**config.mk**
```make
export PLATFORM = sky130hd
export DESIGN_NAME = status_regbank
export DESIGN_NICKNAME = d
export VERILOG_FILES = /design/src/rtl/regbank_pkg.sv /design/src/rtl/regbank_decode.sv /design/src/rtl/regbank_field.sv /design/src/rtl/regbank_irq.sv /design/src/rtl/status_regbank.sv
export SDC_FILE = /design/constraint.sdc
export NUM_CORES = 1
export LEC_CHECK = 0
export ABC_AREA = 1
export BUFFER_PORTS_ARGS = -buffer_cell sky130_fd_sc_hd__buf_4
export CORE_AREA = 8 8 174 176
export CTS_BUF_LIST = sky130_fd_sc_hd__clkbuf_4
export DETAILED_ROUTE_END_ITERATION = 8
export DIE_AREA = 0 0 182 184
export PLACE_DENSITY = 0.67
export REMOVE_ABC_BUFFERS = 1
export SLEW_MARGIN = 20
export SYNTH_ARGS = -nofsm -noshare
export SYNTH_HDL_FRONTEND = slang
export SYNTH_SLANG_ARGS = --single-unit
```
**constraint.sdc**
```tcl
create_clock -name clk -period 1.4 [get_ports clk]
set_input_delay 0.14 -clock clk [delete_from_list [all_inputs] [get_ports clk]]
set_output_delay 0.14 -clock clk [all_outputs]
set_load 0.02 [all_outputs]
```
**src/rtl/regbank_pkg.sv**
```systemverilog
package regbank_pkg;

  localparam int KIND_W = 4;

  typedef enum logic [KIND_W-1:0] {
    K_RW   = 4'd0,
    K_RO   = 4'd1,
    K_RV   = 4'd2,
    K_LHSC = 4'd3,
    K_LLSC = 4'd4,
    K_LHMK = 4'd5,
    K_LLMK = 4'd6,
    K_IRSC = 4'd7,
    K_IFSC = 4'd8,
    K_IRMK = 4'd9,
    K_IFMK = 4'd10,
    K_IEN  = 4'd11,
    K_LOR  = 4'd12,
    K_WSTB = 4'd13,
    K_RWSC = 4'd14
  } field_kind_e;

  // register 17 down to register 0
  localparam int DEFAULT_REGS = 18;
  localparam logic [DEFAULT_REGS*KIND_W-1:0] DEFAULT_MAP = {
    K_RWSC, K_WSTB, K_LOR, K_IEN, K_IFMK, K_IEN, K_IRMK, K_IEN, K_IFSC,
    K_IEN, K_IRSC, K_LLMK, K_LHMK, K_LLSC, K_LHSC, K_RV, K_RO, K_RW
  };

endpackage

```
**src/rtl/regbank_decode.sv**
```systemverilog
module regbank_decode #(
  parameter int NUM_REGS = 18,
  parameter int ADDR_W   = 5
) (
  input  logic              wr_en,
  input  logic              rd_en,
  input  logic [ADDR_W-1:0] addr,
  output logic [NUM_REGS-1:0] wr_vec,
  output logic [NUM_REGS-1:0] rd_vec
);

  for (genvar i = 0; i < NUM_REGS; i++) begin : g_dec
    localparam logic [ADDR_W-1:0] MY_ADDR = ADDR_W'(i);
    assign wr_vec[i] = wr_en && (addr == MY_ADDR);
    assign rd_vec[i] = rd_en && (addr == MY_ADDR);
  end

endmodule

```
**src/rtl/regbank_field.sv**
```systemverilog
module regbank_field
  import regbank_pkg::*;
#(
  parameter int          DATA_W = 8,
  parameter field_kind_e KIND   = K_RW
) (
  input  logic              clk,
  input  logic              rst_n,
  input  logic              wr_stb,
  input  logic              rd_stb,
  input  logic [DATA_W-1:0] wdata,
  input  logic [DATA_W-1:0] hw_in,
  input  logic [DATA_W-1:0] hw_clr,
  input  logic [DATA_W-1:0] ien_in,
  output logic [DATA_W-1:0] value,
  output logic [DATA_W-1:0] hw_out,
  output logic [DATA_W-1:0] irq_bits
);

  localparam bit IS_LATCH = (KIND == K_LHSC) || (KIND == K_LLSC) ||
                            (KIND == K_LHMK) || (KIND == K_LLMK);
  localparam bit IS_EDGE  = (KIND == K_IRSC) || (KIND == K_IFSC) ||
                            (KIND == K_IRMK) || (KIND == K_IFMK);
  localparam bit CLR_RD   = (KIND == K_LHSC) || (KIND == K_LLSC) ||
                            (KIND == K_IRSC) || (KIND == K_IFSC);
  localparam bit IS_STORE = (KIND == K_RW) || (KIND == K_IEN) ||
                            (KIND == K_LOR) || (KIND == K_RWSC);

  logic [DATA_W-1:0] q, q_next;
  logic [DATA_W-1:0] prev_q;
  logic [DATA_W-1:0] pulse_q, pulse_next;
  logic              loaded_q;
  logic [DATA_W-1:0] set_v, clr_v;
  logic              q_en, prev_en, pulse_en;

  // hardware set events
  always_comb begin
    set_v = '0;
    unique case (KIND)
      K_LHSC, K_LHMK: set_v = hw_in;
      K_LLSC, K_LLMK: set_v = ~hw_in;
      K_IRSC, K_IRMK: set_v = loaded_q ? (hw_in & ~prev_q) : '0;
      K_IFSC, K_IFMK: set_v = loaded_q ? (~hw_in & prev_q) : '0;
      default:        set_v = '0;
    endcase
  end

  // software clear events
  always_comb begin
    clr_v = '0;
    if (IS_LATCH || IS_EDGE) begin
      if (CLR_RD) clr_v = {DATA_W{rd_stb}};
      else        clr_v = wr_stb ? wdata : '0;
    end
  end

  // next state
  always_comb begin
    q_next     = q;
    pulse_next = '0;
    unique case (KIND)
      K_RW, K_IEN: if (wr_stb) q_next = wdata;
      K_RO:        q_next = '0;
      K_RV:        q_next = hw_in;
      K_LOR: begin
        if (!loaded_q)   q_next = hw_in;
        else if (wr_stb) q_next = wdata;
      end
      K_WSTB: begin
        if (wr_stb) begin
          q_next     = wdata;
          pulse_next = wdata;
        end
      end
      K_RWSC: q_next = wr_stb ? wdata : (q & ~hw_clr);
      default: q_next = (q & ~clr_v) | set_v;
    endcase
  end

  assign q_en     = (q_next != q);
  assign prev_en  = IS_EDGE;
  assign pulse_en = (KIND == K_WSTB) && (wr_stb || (pulse_q != '0));

  // registers
  always_ff @(posedge clk or negedge rst_n) begin
    if (!rst_n) begin
      q        <= '0;
      prev_q   <= '0;
      pulse_q  <= '0;
      loaded_q <= 1'b0;
    end else begin
      if (q_en)      q        <= q_next;
      if (prev_en)   prev_q   <= hw_in;
      if (pulse_en)  pulse_q  <= pulse_next;
      if (!loaded_q) loaded_q <= 1'b1;
    end
  end

  // outputs
  assign value    = (KIND == K_RO) ? hw_in : q;
  assign irq_bits = IS_EDGE ? (q & ien_in) : '0;
  assign hw_out   = (KIND == K_WSTB) ? pulse_q : (IS_STORE ? q : '0);

  logic unused_ok;
  assign unused_ok = ^{hw_clr, ien_in, rd_stb};

  // checks next to the logic they guard
  if (IS_LATCH || IS_EDGE) begin : g_chk_sticky
    p_sticky_r4: assert property (@(posedge clk) disable iff (!rst_n)
      (!rd_stb && !wr_stb) |=> ((q & $past(q)) == $past(q)))
      else $error("sticky bit dropped without a clear access");
    p_set_wins_r6: assert property (@(posedge clk) disable iff (!rst_n)
      (set_v != '0) |=> ((q & $past(set_v)) == $past(set_v)))
      else $error("set event lost");
  end

  if (IS_EDGE) begin : g_chk_edge
    p_steady_input_r7: assert property (@(posedge clk) disable iff (!rst_n)
      ((hw_in == $past(hw_in)) && loaded_q && !rd_stb && !wr_stb) |=> (q == $past(q)))
      else $error("edge flag changed on a steady input");
  end

  if (KIND == K_LOR) begin : g_chk_lor
    p_lor_sample_r10: assert property (@(posedge clk) disable iff (!rst_n)
      !loaded_q |=> (value == $past(hw_in)))
      else $error("sample after reset missed");
  end

  if (KIND == K_WSTB) begin : g_chk_stb
    p_strobe_single_r11: assert property (@(posedge clk) disable iff (!rst_n)
      !wr_stb |=> (hw_out == '0))
      else $error("strobe without a write");
  end

  if (KIND == K_RWSC) begin : g_chk_rwsc
    p_hw_clear_r12: assert property (@(posedge clk) disable iff (!rst_n)
      !wr_stb |=> ((value & $past(hw_clr)) == '0))
      else $error("hardware clear ignored");
  end

endmodule

```
**src/rtl/regbank_irq.sv**
```systemverilog
module regbank_irq #(
  parameter int NUM_REGS = 18,
  parameter int DATA_W   = 8
) (
  input  logic                       clk,
  input  logic                       rst_n,
  input  logic [NUM_REGS*DATA_W-1:0] bits,
  output logic                       irq
);

  logic any_next;
  logic irq_q;

  always_comb any_next = |bits;

  always_ff @(posedge clk or negedge rst_n) begin
    if (!rst_n) irq_q <= 1'b0;
    else        irq_q <= any_next;
  end

  assign irq = irq_q;

endmodule

```
**src/rtl/status_regbank.sv**
```systemverilog
module status_regbank
  import regbank_pkg::*;
#(
  parameter int NUM_REGS = DEFAULT_REGS,
  parameter int DATA_W   = 8,
  parameter int ADDR_W   = 5,
  parameter logic [NUM_REGS*KIND_W-1:0] KIND_MAP = DEFAULT_MAP
) (
  input  logic                       clk,
  input  logic                       rst_n,
  input  logic                       wr_en,
  input  logic                       rd_en,
  input  logic [ADDR_W-1:0]          addr,
  input  logic [DATA_W-1:0]          wdata,
  output logic [DATA_W-1:0]          rdata,
  input  logic [NUM_REGS*DATA_W-1:0] hw_in,
  input  logic [NUM_REGS*DATA_W-1:0] hw_clr,
  output logic [NUM_REGS*DATA_W-1:0] hw_out,
  output logic                       irq
);

  logic [NUM_REGS-1:0]        wr_vec, rd_vec;
  logic [DATA_W-1:0]          val_w [NUM_REGS];
  logic [DATA_W-1:0]          ien_w [NUM_REGS];
  logic [NUM_REGS*DATA_W-1:0] irq_bits;

  regbank_decode #(.NUM_REGS(NUM_REGS), .ADDR_W(ADDR_W)) i_decode (
    .wr_en  (wr_en),
    .rd_en  (rd_en),
    .addr   (addr),
    .wr_vec (wr_vec),
    .rd_vec (rd_vec)
  );

  for (genvar i = 0; i < NUM_REGS; i++) begin : g_reg
    localparam field_kind_e MY_KIND = field_kind_e'(KIND_MAP[KIND_W*i +: KIND_W]);

    if (i + 1 < NUM_REGS) begin : g_en
      localparam field_kind_e NEXT_KIND = field_kind_e'(KIND_MAP[KIND_W*(i+1) +: KIND_W]);
      assign ien_w[i] = (NEXT_KIND == K_IEN) ? val_w[i+1] : '0;
    end else begin : g_no_en
      assign ien_w[i] = '0;
    end

    regbank_field #(.DATA_W(DATA_W), .KIND(MY_KIND)) i_field (
      .clk      (clk),
      .rst_n    (rst_n),
      .wr_stb   (wr_vec[i]),
      .rd_stb   (rd_vec[i]),
      .wdata    (wdata),
      .hw_in    (hw_in[DATA_W*i +: DATA_W]),
      .hw_clr   (hw_clr[DATA_W*i +: DATA_W]),
      .ien_in   (ien_w[i]),
      .value    (val_w[i]),
      .hw_out   (hw_out[DATA_W*i +: DATA_W]),
      .irq_bits (irq_bits[DATA_W*i +: DATA_W])
    );
  end

  // read multiplexer
  always_comb begin
    rdata = '0;
    for (int i = 0; i < NUM_REGS; i++) begin
      if (rd_vec[i]) rdata = rdata | val_w[i];
    end
  end

  regbank_irq #(.NUM_REGS(NUM_REGS), .DATA_W(DATA_W)) i_irq (
    .clk   (clk),
    .rst_n (rst_n),
    .bits  (irq_bits),
    .irq   (irq)
  );

  p_irq_clear_r9: assert property (@(posedge clk) disable iff (!rst_n)
    (irq_bits == '0) |=> !irq)
    else $error("irq held with nothing pending");

  p_irq_rise_r8: assert property (@(posedge clk) disable iff (!rst_n)
    $rose(irq) |-> ($past(irq_bits) != '0))
    else $error("irq rose with nothing pending");

  p_single_access_r1: assert property (@(posedge clk) disable iff (!rst_n)
    $onehot0({wr_vec, rd_vec}))
    else $error("more than one register accessed");

endmodule

```
==> impl_metrics.tcl <==
set metrics [dict create \
    power_density_nw_per_um2 983 \
    cts_tree "built" \
    synth_xor_area_share_pct 0 \
    wl_per_cell_um 19.7 \
    clk_pin_slew_worst_paths_ns 0.15 \
    grt_usage_pct 20.5 \
    hold_viol_final 0 \
    required_ns 1.26 \
    grt_max_degree 49 \
    ir_drop_mv 0.528 \
    synth_edf_count 0 \
    syn2layout_area_growth_pct 50.7 \
    fmax_mhz 537 \
    clkSinkCount 178 \
    cts_htree_levels 4 \
    grt_pass1_vias 8380 \
    hpwlAfterDp_um 26600 \
    dp.cells 1599 \
    hp-class "in -> reg" \
    rsz0062_at_grt "yes" \
    nets 1727 \
    gpl.final_weighted_congestion 0.929 \
    yosys.area_share.simple_pct 26.7 \
    tightest_slew_ns 0.616 \
    cp-end-kind "output port" \
    synth_area_um2 8420 \
    final_cells 1780 \
    fin_crit_ns 1.86 \
    grt_overflow 0 \
    drt_pass1_iterations 5 \
    crit_path_start_kind "register" \
    synthMuxAreaShare_pct 0 \
    synth_fa_ha_area_share_pct 0 \
    die-area_um2 33500 \
    setup_violations 38 \
    synth_compound_area_share_pct 8.35 \
    drtAntennaViolNets 0 \
    clockRootBuffer "clkbuf_4" \
    grt_pass1_wl_um 51400 \
    period_share_pct 133 \
    synth_seq_cells 178 \
    avgSynthCellArea_um2 8.27 \
    die_w_um 182 \
    crit_fanout 2 \
    crit_arrival_ns 1.72 \
    finalWorstSetupSlack_ns -0.462 \
    finalClockSkew_ns 0.0296 \
    slew_headroom_pct 58.7 \
    vias_per_cell 4.69 \
    synth_cell_types 24 \
    dp_slack_ns -0.457 \
    core-area_um2 27500 \
    ys_async_sr_fraction_pct 100 \
    first_iter_violations 826 \
    ys_seq_area_share_pct 52.9 \
    yosys_warnings 0 \
    numCtsBuffers 17 \
    fin_setup_tns_ns -4.76 \
    drive_gt1_share_pct 29.2 \
    dieHeight_um 184 \
    cts.path.max_buffers 2 \
    pin_count 458 \
    syn_inst 1018 \
    p_leak_nw 6.21 \
    violations "setup timing" \
    antenna_found_initial 2 \
    critPathKind "reg -> out" \
    start_util_pct 30.7 \
    clk_latency_ns 0.59 \
    status "finished, violations left" \
    via_count 8348 \
    antennaDiodeCount 0 \
    ys_dominant_reg_cell "dfrtp_1" \
    synth_top_family_by_area "simple AND/OR/NAND/NOR gates" \
    maxCapViolations 0 \
    port_buffers 185 \
    wl_um 35000 \
    placementRows 61 \
    drv_slew 0 \
    remaining_drc_errors 0 \
]
what timing repair did:
action / 4_1_cts / 5_1_grt
buffers inserted: 40 / 20
hold endpoints to repair: 313 / 0
hold buffers: 99 / 0
pin swaps: 33 / 9
setup endpoints to repair: 33 / 61
gates cloned: 0 / 0
gates resized for setup: 107 / 55
registers in the layout, indices dropped and copies added (netlist names):
register / flops
g.i_field.value: 80
i_irq.irq: 1
g.i_field.hw_out: 64
g.i_field.prev_q: 32
g.i_field.loaded_q: 1
power breakdown:
group / switching (mW) / internal [mW]
clock: 1.88 / 1.04
sequential: 0.434 / 5.59
combinational: 1.84 / 1.70
total: 4.15 / 8.33
cells in the mapped netlist (2+ instances only):
| master | count | area (um^2) |
|---|---|---|
| inv_1 | 68 | 255 |
| o22ai_1 | 2 | 12.5 |
| o21bai_1 | 8 | 60.1 |
| nand2_1 | 317 | 1190 |
| buf_2 | 7 | 35.0 |
| nor2_1 | 95 | 357 |
| dfrtp_1 | 178 | 4450 |
| nand3b_1 | 40 | 300 |
| a21oi_1 | 14 | 70.1 |
| nor2_4 | 3 | 33.8 |
| clkbuf_1 | 28 | 105 |
| nand4_1 | 23 | 144 |
| nor3_1 | 2 | 10.0 |
| o21ai_0 | 112 | 561 |
| nand3_1 | 27 | 135 |
| buf_4 | 81 | 608 |
| conb_1 | 2 | 7.51 |
| nor2_2 | 4 | 25.0 |
| nand2_2 | 2 | 12.5 |
cell type report:
| type | count | area (um^2) |
|---|---|---|
| Clock buffer | 17 | 128 |
| Clock inverter | 14 | 139 |
| Fill cell | 2638 | 14800 |
| Inverter | 69 | 259 |
| Multi-Input combinational cell | 734 | 3380 |
| Sequential cell | 178 | 4470 |
| Tap cell | 346 | 433 |
| Timing Repair Buffer | 422 | 3870 |
placed cells by master, fill, tap and decap left out, types with 2 or more instances in the layout:
cell             n
inv_2            4
nor2_2          13
nand2_4          2
dfrtp_1        162
buf_12           8
buf_6           97
o21bai_1         8
nor3_2           3
nand2_2         18
o21ai_0        111
dfrtp_2         16
conb_1          81
dlygate4sd3_1   98
nor2_1          85
clkbuf_4        17
buf_4          218
nor2_4           4
inv_1           65
nand4_1         23
nand3_2          6
bufinv_16        2
nand3b_1        40
nand3_1         22
a21oi_1         14
clkinv_1         4
nand2_1        299
o22ai_1          2
inv_6            2
clkinvlp_4       4
metal layers:
metal / part of all wire, % / GRT usage (%) / vias up
li1: - / - / 3894
met1: 43 / 28.1 / 3978
met2: 44 / 31.1 / 437
met3: 11 / 6.66 / 37
met4: 1.6 / 4.36 / 2
met5: 0.043 / 0 / -
kinds of logic (layout without fill, tap and decap cells):
| family | count (synthesis) | in the layout |
|---|---|---|
| AO/OA/AOI/OAI | 136 | 136 |
| buffers and inverters | 185 | 522 |
| flip-flops | 178 | 178 |
| other | 2 | 81 |
| AND/OR/NAND/NOR | 517 | 517 |
critical path, stage by stage (launching register included):
cell and delay, ns:
dfrtp_1 0.45, nand3_2 0.12, nand2_1 0.06, nor2_1 0.09, nand2_1 0.08, nor2_1 0.09, nand2_1 0.10, buf_6 0.15
per-stage QoR:
stage | power (mW) | hold WS, ns | util, % | cell area [um^2]
finish | 12.5 | 0.0891 | 46.2 | 12700
global route | 13.0 | 0.0830 | 46.2 | 12700
CTS | 12.3 | 0.0461 | 45.3 | 12500
detailed placement | 8.64 | 0.0918 | 38.4 | 10600
global placement | 8.61 | 0.0882 | 38.4 | 10600
floorplan | 7.07 | -0.156 | - | 7970
worst paths after layout:
kind                            cells after the start  slack (ns)                                     from                                     end
worst max-delay path                                7       -0.46   g_reg[0].i_field.hw_out[0]$_DFFE_PN0P_                                rdata[0]
worst min-delay path                                5        0.09                                    rd_en   g_reg[9].i_field.value[4]$_DFFE_PN0P_
worst max register to register                      8       -0.02  g_reg[10].i_field.hw_out[1]$_DFFE_PN0P_                     i_irq.irq$_DFF_PN0_
worst min register to register                      2        0.49    g_reg[13].i_field.prev_q[2]$_DFF_PN0_  g_reg[13].i_field.value[2]$_DFFE_PN0P_
max in group asynchronous                           3        0.26                                    rst_n   g_reg[6].i_field.value[7]$_DFFE_PN0P_
min in group asynchronous                           3        0.17                                    rst_n   g_reg[13].i_field.prev_q[6]$_DFF_PN0_
Note: power is estimated with default switching activity, not from simulation.
